==> src/rtl/nrd_pkg.sv <==
package nrd_pkg;

  localparam logic [7:0] CMD_READ_SETUP = 8'h00;
  localparam logic [7:0] CMD_READ_GO    = 8'h30;
  localparam logic [7:0] CMD_STATUS     = 8'h70;

  typedef enum logic [1:0] {
    OP_CMD  = 2'd0,
    OP_ADDR = 2'd1,
    OP_READ = 2'd2
  } busOp_e;

  typedef enum logic {
    TMR_WB = 1'b0,
    TMR_RR = 1'b1
  } tmrSel_e;

  // control -> datapath strobes
  typedef struct packed {
    logic       latch;     // capture host request
    logic       go;        // launch one bus cycle
    busOp_e     op;
    logic [7:0] cmdCode;
    logic [3:0] addrIdx;
    logic       tmrLoad;
    tmrSel_e    tmrSel;
    logic       rdyWatch;  // count busy time for timeout
    logic       rdToStat;  // read cycle targets status register
  } ctlStrb_t;

  // datapath -> control status
  typedef struct packed {
    logic cycDone;
    logic tmrZero;
    logic timeoutHit;
    logic rbReady;
    logic cntZero;
    logic outBusy;
  } dpStat_t;

endpackage

==> src/rtl/nrd_datapath.sv <==
module nrd_datapath
  import nrd_pkg::*;
#(
  parameter int COL_BYTES   = 2,
  parameter int ROW_BYTES   = 3,
  parameter int CNT_W       = 16,
  parameter int WE_LOW      = 2,
  parameter int WE_HIGH     = 2,
  parameter int RE_LOW      = 2,
  parameter int RE_HIGH     = 2,
  parameter int WB_CYC      = 4,
  parameter int RR_CYC      = 3,
  parameter int TIMEOUT_CYC = 2000
) (
  input  logic                   clk,
  input  logic                   rst_n,
  input  ctlStrb_t               ctl,
  output dpStat_t                st,
  input  logic [8*COL_BYTES-1:0] hostCol,
  input  logic [8*ROW_BYTES-1:0] hostRow,
  input  logic [CNT_W-1:0]       byteCount,
  output logic                   eccFail,
  output logic [7:0]             outData,
  output logic                   outValid,
  input  logic                   outReady,
  output logic                   nandCle,
  output logic                   nandAle,
  output logic                   nandWeN,
  output logic                   nandReN,
  output logic [7:0]             nandIoOut,
  output logic                   nandIoOe,
  input  logic [7:0]             nandIoIn,
  input  logic                   nandRbN
);

  localparam int ADDR_BYTES = COL_BYTES + ROW_BYTES;
  localparam int WR_MAX = (WE_LOW > WE_HIGH) ? WE_LOW : WE_HIGH;
  localparam int RD_MAX = (RE_LOW > RE_HIGH) ? RE_LOW : RE_HIGH;
  localparam int PH_MAX = (WR_MAX > RD_MAX) ? WR_MAX : RD_MAX;
  localparam int PH_W   = $clog2(PH_MAX + 1);
  localparam int TM_MAX = (WB_CYC > RR_CYC) ? WB_CYC : RR_CYC;
  localparam int TM_W   = $clog2(TM_MAX + 1);
  localparam int TO_W   = $clog2(TIMEOUT_CYC + 1);

  // latched request
  logic [8*ADDR_BYTES-1:0] addrQ;
  logic [CNT_W-1:0]        cntQ;

  // bus cycle engine
  logic            busy, inLow, rdStatQ;
  logic [PH_W-1:0] phCnt;
  busOp_e          opQ;
  logic [7:0]      byteQ;
  logic [7:0]      addrByte;
  logic [PH_W-1:0] lowLast, highLast;
  logic            lowEnd, highEnd;

  // waits
  logic [1:0]      rbSync;
  logic [TM_W-1:0] tmrQ;
  logic [TO_W-1:0] toCnt;

  // output stage and status
  logic [7:0] outDataQ;
  logic       outValidQ;
  logic       statBadQ;

  // select address byte by index
  always_comb begin
    addrByte = 8'h00;
    for (int i = 0; i < ADDR_BYTES; i++) begin
      if (ctl.addrIdx == 4'(i)) addrByte = addrQ[i*8 +: 8];
    end
  end

  always_comb begin
    if (opQ == OP_READ) begin
      lowLast  = PH_W'(RE_LOW - 1);
      highLast = PH_W'(RE_HIGH - 1);
    end else begin
      lowLast  = PH_W'(WE_LOW - 1);
      highLast = PH_W'(WE_HIGH - 1);
    end
    lowEnd  = busy && inLow && (phCnt == lowLast);
    highEnd = busy && !inLow && (phCnt == highLast);
  end

  always_ff @(posedge clk or negedge rst_n) begin
    if (!rst_n) begin
      addrQ <= '0;
      cntQ  <= '0;
    end else if (ctl.latch) begin
      addrQ <= {hostRow, hostCol};
      cntQ  <= byteCount;
    end else if (lowEnd && opQ == OP_READ && !rdStatQ) begin
      cntQ <= cntQ - CNT_W'(1);
    end
  end

  always_ff @(posedge clk or negedge rst_n) begin
    if (!rst_n) begin
      busy    <= 1'b0;
      inLow   <= 1'b0;
      phCnt   <= '0;
      opQ     <= OP_READ;
      byteQ   <= 8'h00;
      rdStatQ <= 1'b0;
    end else if (ctl.go && !busy) begin
      busy    <= 1'b1;
      inLow   <= 1'b1;
      phCnt   <= '0;
      opQ     <= ctl.op;
      byteQ   <= (ctl.op == OP_CMD) ? ctl.cmdCode : addrByte;
      rdStatQ <= ctl.rdToStat;
    end else if (busy) begin
      if (lowEnd) begin
        inLow <= 1'b0;
        phCnt <= '0;
      end else if (highEnd) begin
        busy  <= 1'b0;
        phCnt <= '0;
      end else begin
        phCnt <= phCnt + PH_W'(1);
      end
    end
  end

  // capture on the read strobe's rising edge; stream handshake
  always_ff @(posedge clk or negedge rst_n) begin
    if (!rst_n) begin
      outDataQ  <= 8'h00;
      outValidQ <= 1'b0;
      statBadQ  <= 1'b0;
    end else begin
      if (outValidQ && outReady) outValidQ <= 1'b0;
      if (ctl.latch) statBadQ <= 1'b0;
      if (lowEnd && opQ == OP_READ) begin
        if (rdStatQ) begin
          statBadQ <= nandIoIn[0];
        end else begin
          outDataQ  <= nandIoIn;
          outValidQ <= 1'b1;
        end
      end
    end
  end

  always_ff @(posedge clk or negedge rst_n) begin
    if (!rst_n) begin
      rbSync <= 2'b00;
      tmrQ   <= '0;
      toCnt  <= '0;
    end else begin
      rbSync <= {rbSync[0], nandRbN};
      if (ctl.tmrLoad)
        tmrQ <= (ctl.tmrSel == TMR_WB) ? TM_W'(WB_CYC) : TM_W'(RR_CYC);
      else if (tmrQ != '0)
        tmrQ <= tmrQ - TM_W'(1);
      if (!ctl.rdyWatch)
        toCnt <= '0;
      else if (!rbSync[1] && toCnt < TO_W'(TIMEOUT_CYC))
        toCnt <= toCnt + TO_W'(1);
    end
  end

  always_comb begin
    st.cycDone    = highEnd;
    st.tmrZero    = (tmrQ == '0);
    st.timeoutHit = (toCnt >= TO_W'(TIMEOUT_CYC));
    st.rbReady    = rbSync[1];
    st.cntZero    = (cntQ == '0);
    st.outBusy    = outValidQ;
  end

  assign nandWeN   = !(busy && inLow && opQ != OP_READ);
  assign nandReN   = !(busy && inLow && opQ == OP_READ);
  assign nandCle   = busy && (opQ == OP_CMD);
  assign nandAle   = busy && (opQ == OP_ADDR);
  assign nandIoOe  = busy && (opQ != OP_READ);
  assign nandIoOut = byteQ;
  assign outData   = outDataQ;
  assign outValid  = outValidQ;
  assign eccFail   = statBadQ;

endmodule

==> src/rtl/nrd_ctrl.sv <==
module nrd_ctrl
  import nrd_pkg::*;
#(
  parameter int ADDR_BYTES = 5
) (
  input  logic     clk,
  input  logic     rst_n,
  input  logic     start,
  input  logic     eccEn,
  input  dpStat_t  st,
  output ctlStrb_t ctl,
  output logic     cmdBusy,
  output logic     done,
  output logic     errTimeout
);

  typedef enum logic [3:0] {
    S_IDLE, S_C00, S_ADDR, S_C30, S_WB, S_RDY, S_C70, S_RR1,
    S_STAT, S_C00B, S_RR2, S_CHK, S_READ, S_HOLD, S_FIN
  } state_e;

  state_e     state;
  logic       launched, eccQ, errToQ;
  logic [3:0] addrIdx;
  logic       issueState;

  always_comb begin
    issueState = (state == S_C00) || (state == S_ADDR) || (state == S_C30) ||
                 (state == S_C70) || (state == S_STAT) || (state == S_C00B) ||
                 (state == S_READ);
    ctl          = '0;
    ctl.op       = OP_CMD;
    ctl.tmrSel   = TMR_WB;
    ctl.addrIdx  = addrIdx;
    ctl.go       = issueState && !launched;
    ctl.rdyWatch = (state == S_RDY);
    unique case (state)
      S_IDLE: ctl.latch = start;
      S_C00, S_C00B: ctl.cmdCode = CMD_READ_SETUP;
      S_ADDR: ctl.op = OP_ADDR;
      S_C30: begin
        ctl.cmdCode = CMD_READ_GO;
        ctl.tmrLoad = st.cycDone;
      end
      S_C70: begin
        ctl.cmdCode = CMD_STATUS;
        ctl.tmrLoad = st.cycDone;
        ctl.tmrSel  = TMR_RR;
      end
      S_STAT: begin
        ctl.op       = OP_READ;
        ctl.rdToStat = 1'b1;
      end
      S_READ: ctl.op = OP_READ;
      S_RDY: begin
        ctl.tmrLoad = !st.timeoutHit && st.rbReady && !eccQ;
        ctl.tmrSel  = TMR_RR;
      end
      default: ;
    endcase
    if (state == S_C00B) begin
      ctl.tmrLoad = st.cycDone;
      ctl.tmrSel  = TMR_RR;
    end
  end

  always_ff @(posedge clk or negedge rst_n) begin
    if (!rst_n) begin
      state    <= S_IDLE;
      launched <= 1'b0;
      eccQ     <= 1'b0;
      errToQ   <= 1'b0;
      addrIdx  <= '0;
    end else begin
      if (issueState) begin
        if (st.cycDone) launched <= 1'b0;
        else if (ctl.go) launched <= 1'b1;
      end
      unique case (state)
        S_IDLE: if (start) begin
          eccQ    <= eccEn;
          errToQ  <= 1'b0;
          addrIdx <= '0;
          state   <= S_C00;
        end
        S_C00: if (st.cycDone) state <= S_ADDR;
        S_ADDR: if (st.cycDone) begin
          if (addrIdx == 4'(ADDR_BYTES - 1)) state <= S_C30;
          addrIdx <= addrIdx + 4'd1;
        end
        S_C30: if (st.cycDone) state <= S_WB;
        S_WB:  if (st.tmrZero) state <= S_RDY;
        S_RDY: begin
          if (st.timeoutHit) begin
            errToQ <= 1'b1;
            state  <= S_FIN;
          end else if (st.rbReady) begin
            state <= eccQ ? S_C70 : S_RR2;
          end
        end
        S_C70:  if (st.cycDone) state <= S_RR1;
        S_RR1:  if (st.tmrZero) state <= S_STAT;
        S_STAT: if (st.cycDone) state <= S_C00B;
        S_C00B: if (st.cycDone) state <= S_RR2;
        S_RR2:  if (st.tmrZero) state <= S_CHK;
        S_CHK:  state <= st.cntZero ? S_FIN : S_READ;
        S_READ: if (st.cycDone) state <= S_HOLD;
        S_HOLD: if (!st.outBusy) state <= S_CHK;
        S_FIN:  state <= S_IDLE;
        default: state <= S_IDLE;
      endcase
    end
  end

  assign cmdBusy    = (state != S_IDLE);
  assign done       = (state == S_FIN);
  assign errTimeout = errToQ;

endmodule

==> src/rtl/nand_page_reader.sv <==
module nand_page_reader
  import nrd_pkg::*;
#(
  parameter int COL_BYTES   = 2,
  parameter int ROW_BYTES   = 3,
  parameter int CNT_W       = 16,
  parameter int WE_LOW      = 2,
  parameter int WE_HIGH     = 2,
  parameter int RE_LOW      = 2,
  parameter int RE_HIGH     = 2,
  parameter int WB_CYC      = 4,
  parameter int RR_CYC      = 3,
  parameter int TIMEOUT_CYC = 2000
) (
  input  logic                   clk,
  input  logic                   rst_n,
  input  logic                   start,
  input  logic                   eccEn,
  input  logic [8*COL_BYTES-1:0] hostCol,
  input  logic [8*ROW_BYTES-1:0] hostRow,
  input  logic [CNT_W-1:0]       byteCount,
  output logic                   cmdBusy,
  output logic                   done,
  output logic                   errTimeout,
  output logic                   eccFail,
  output logic [7:0]             outData,
  output logic                   outValid,
  input  logic                   outReady,
  output logic                   nandCle,
  output logic                   nandAle,
  output logic                   nandWeN,
  output logic                   nandReN,
  output logic [7:0]             nandIoOut,
  output logic                   nandIoOe,
  input  logic [7:0]             nandIoIn,
  input  logic                   nandRbN
);

  localparam int ADDR_BYTES = COL_BYTES + ROW_BYTES;

  ctlStrb_t ctl;
  dpStat_t  st;

  nrd_ctrl #(.ADDR_BYTES(ADDR_BYTES)) u_ctrl (
    .clk        (clk),
    .rst_n      (rst_n),
    .start      (start),
    .eccEn      (eccEn),
    .st         (st),
    .ctl        (ctl),
    .cmdBusy    (cmdBusy),
    .done       (done),
    .errTimeout (errTimeout)
  );

  nrd_datapath #(
    .COL_BYTES  (COL_BYTES),
    .ROW_BYTES  (ROW_BYTES),
    .CNT_W      (CNT_W),
    .WE_LOW     (WE_LOW),
    .WE_HIGH    (WE_HIGH),
    .RE_LOW     (RE_LOW),
    .RE_HIGH    (RE_HIGH),
    .WB_CYC     (WB_CYC),
    .RR_CYC     (RR_CYC),
    .TIMEOUT_CYC(TIMEOUT_CYC)
  ) u_dp (
    .clk       (clk),
    .rst_n     (rst_n),
    .ctl       (ctl),
    .st        (st),
    .hostCol   (hostCol),
    .hostRow   (hostRow),
    .byteCount (byteCount),
    .eccFail   (eccFail),
    .outData   (outData),
    .outValid  (outValid),
    .outReady  (outReady),
    .nandCle   (nandCle),
    .nandAle   (nandAle),
    .nandWeN   (nandWeN),
    .nandReN   (nandReN),
    .nandIoOut (nandIoOut),
    .nandIoOe  (nandIoOe),
    .nandIoIn  (nandIoIn),
    .nandRbN   (nandRbN)
  );

endmodule

==> config.mk <==
export PLATFORM = sky130hd
export DESIGN_NAME = nand_page_reader
export DESIGN_NICKNAME = d
export VERILOG_FILES = /design/src/rtl/nrd_pkg.sv /design/src/rtl/nrd_datapath.sv /design/src/rtl/nrd_ctrl.sv /design/src/rtl/nand_page_reader.sv
export SDC_FILE = /design/constraint.sdc
export NUM_CORES = 1
export LEC_CHECK = 0
export ABC_AREA = 1
export ABC_CLOCK_PERIOD_IN_PS = 2860
export BUFFER_PORTS_ARGS = -buffer_cell sky130_fd_sc_hd__buf_2
export CAP_MARGIN = 20
export CORE_ASPECT_RATIO = 1.1
export CORE_MARGIN = 2
export CORE_UTILIZATION = 50
export DETAILED_ROUTE_END_ITERATION = 10
export GPL_TIMING_DRIVEN = 0
export PLACE_DENSITY_LB_ADDON = 0.1
export SKIP_CTS_REPAIR_TIMING = 1
export SYNTH_ARGS = -nofsm -noshare
export SYNTH_HDL_FRONTEND = slang
export SYNTH_SLANG_ARGS = --single-unit
==> constraint.sdc <==
create_clock -name clk -period 2.86 [get_ports clk]
set_input_delay 0.429 -clock clk [delete_from_list [all_inputs] [get_ports clk]]
set_output_delay 0.429 -clock clk [all_outputs]
set_load 0.05 [all_outputs]
==> qor.yml <==
route:
  wl_met2_um: 6800
  drtIter0Drc: 242
  drc: 0
  wl_per_cell_um: 13.4
  antenna_left: 0
  num_vias: 5225
  wirelength_met1_um: 6180
  wl_met3_um: 556
  routed.top_layer: "met4"
  routed_wl_um: 13800
  firstDrtPassIters: 5
  via_per_inst: 5.10
setup_path:
  worst_path_max_delay_cell: "dfrtp_1"
  timing.setup.critical_path_class: "register to register"
  reg2reg_from: "u_ctrl.addrIdx[0]"
  startpoint: "u_ctrl.addrIdx[0]"
  required_ns: 3.11
  cp_data_arrival_time_ns: 2.22
  path_common_cell: "nand3_1"
  crit_chain: "inv_1 > ha_1 > nand3_1 > clkbuf_1 > or2_2 > nand3_1 > nand2_1"
  start_kind: "register"
  crit_fanout: 10
  max_stage_delay_ns: 0.41
  end_kind: "register"
power_and_ir_drop:
  ir_worst_vdd_uv: 581
  p_per_area_mw_per_mm2: 1070
  leakagePower_nw: 3.59
synth:
  async_reset_ff_share_pct: 100
  ys_top_cells_by_area: "dfrtp_1 46%, nand2_1 16%, nand3_1 5.6%, inv_1 4.7%, nor2_1 3.7%"
  synth_area_per_cell_um2: 7.65
  synth.net_count: 841
  syn-cell-area_mm2: 0.00583
  seq_area_frac_synth_pct: 46.4
  synthDistinctLibCells: 42
  syn_inst: 762
  ys_warn_count: 0
  ys_seq_elements: 108
  synth-main-ff-cell: "dfrtp_1"
  synth_top_cell_by_area: "dfrtp_1"
  synth.top_cell.area_share_pct: 45.9
  synth_edf_count: 0
timing:
  worst_pin_slew_ns: 0.821
  slew_headroom_pct: 45.3
  rsz0062_at_grt: "no"
  hold_slack_ns: 0.172
  fin_skew_ns: 0.00788
  setup_tns_ns: 0
  setup_viol: 0
  fmax_ghz: 0.506
  period_share_pct: 69.1
  finalHoldViolCount: 0
  period_needed_ns: 1.98
  finalWorstSetupSlack_ns: 0.885
  finalMaxSlewViolations: 0
final_layout:
  layout_commonest_cell: "nand2_1"
  nFillCells: 1051
  most-common-layout-cells: "252 x nand2_1, 107 x buf_2, 107 x dfrtp_1"
  antenna_cells: 0
  nNetsFinal: 948
  stdcell_area_mm2: 0.00684
  area_growth_pct: 17.3
  drive_gt1_share_pct: 20.1
die:
  start_util_pct: 51.0
  dieArea_mm2: 0.0125
  rows: 41
  io_pins: 96
  fp.dieH_um: 117
  core_area_mm2: 0.0114
  dieWidth_um: 107
place:
  gp_congestion: 0.845
  place_area_mm2: 0.00653
  port_buffers: 95
  hpwl_um: 10300
  preCtsSetupSlack_ns: 0.894
cts:
  cts_tree: "yes"
  cts.sinks: 108
  htreeDepth: 3
  max-clock-path-buffers: 2
  clk_pin_slew_ns: 0.07
  cts_buffers: 9
  clock_latency_ns: 0.35
  root_buffer: "clkbuf_16"
job:
  cap_violations: 0
grt:
  groute.usage.overall_pct: 23.1
  grt_pass1_wl_um: 22800
  grt-ovfl-total: 0
  antenna_found_initial: 0
  grt_max_degree: 63
  grt_pass1_vias: 4888
worst_hold_path:
  hold_class: "primary input to async pin"
outcome:
  run_status: "finished, final reports clean"
## worst max-delay path, delay by kind of cell (launching register included)
family	cells	cell delay [ns]
and+or+nand+nor	4	0.76
DFF	1	0.41
buffers and inverters	2	0.44
adders and majority gates	1	0.26
## area by class of cell
cell class / instances / area (µm²) / share of cell area, %
multi-input cells: 545 / 2650 / 38.8
well taps: 150 / 188 / 2.74
clock inverters: 5 / 75.1 / 1.10
clock buffers: 11 / 243 / 3.55
inverters: 83 / 312 / 4.55
plain buffers: 26 / 163 / 2.38
repair buffers: 96 / 505 / 7.39
flip-flops and latches: 108 / 2700 / 39.5
## routing by layer
metal / global-route usage, % / vias to the layer above
met1: 29.5 / 2431
met2: 40.3 / 120
li1: - / 2657
met3: 3.16 / 17
met4: 8.57 / 0
met5: 0 / -
## cells in the mapped netlist (all sizes together), types with 2 or more instances
| cell | number |
|---|---|
| nor3 | 13 |
| o211ai | 5 |
| xnor2 | 2 |
| dfrtp | 107 |
| nand4 | 24 |
| mux2 | 7 |
| nor2 | 66 |
| ha | 9 |
| nand2 | 261 |
| a21oi | 16 |
| buf | 23 |
| xor2 | 2 |
| nand3 | 67 |
| and2 | 2 |
| clkbuf | 3 |
| or2 | 15 |
| inv | 82 |
| o21ai | 48 |
| o22ai | 3 |
## metrics by stage
stage	power (mW)	cells	utilization, %
2_1_floorplan	5.10	762	-
3_3_place_gp	5.88	1007	56.8
3_5_place_dp	5.99	1008	57.0
4_1_cts	7.34	1024	59.8
5_1_grt	7.87	1024	59.8
6_report	7.29	1024	59.8
## state kept, by name, indices dropped and copies added (netlist names)
| signal | cells |
|---|---|
| u_dp.outValid | 1 |
| u_dp.toCnt | 11 |
| u_dp.inLow | 1 |
| u_dp.phCnt | 2 |
| u_dp.nandIoOut | 8 |
| u_dp.busy | 1 |
| u_dp.eccFail | 1 |
| u_ctrl.addrIdx | 4 |
| u_ctrl.errTimeout | 1 |
| u_dp.rdStatQ | 1 |
| u_ctrl.state | 4 |
| u_ctrl.launched | 1 |
| u_ctrl.eccQ | 1 |
| u_dp.opQ | 2 |
| u_dp.outData | 8 |
| u_dp.tmrQ | 3 |
| u_dp.rbSync | 2 |
| u_dp.cntQ | 16 |
| u_dp.addrQ | 40 |
## logic make-up after synthesis
| group | synth area share [%] |
|---|---|
| buffers and inverters | 8.13 |
| XOR/XNOR | 0.601 |
| AND/OR/NAND/NOR | 34.4 |
| adder cells (fa/ha/maj) | 1.93 |
| AO/OA/AOI/OAI | 7.12 |
| multiplexers | 1.48 |
| flip-flops | 46.4 |
## worst paths after layout
| check | end | slack [ns] | cells past startpoint |
|---|---|---|---|
| min | u_dp.cntQ[0] | 0.17 | 1 |
| min reg2reg | u_dp.rbSync[1] | 0.35 | 0 |
| max reg2reg | u_dp.nandIoOut[7] | 0.88 | 7 |
| max in group asynchronous | u_dp.opQ[1] | 1.91 | 2 |
| min in group clk | u_dp.rbSync[0] | 0.18 | 1 |
| max | u_dp.nandIoOut[7] | 0.88 | 7 |
## power by group
part           switching (mW)  total, mW  internal (mW)
logic                    2.35       3.45           1.10
clock network           0.551       1.34          0.788
registers               0.370       2.51           2.14
total                    3.27       7.29           4.02
Note: power is estimated with default switching activity, not from simulation.
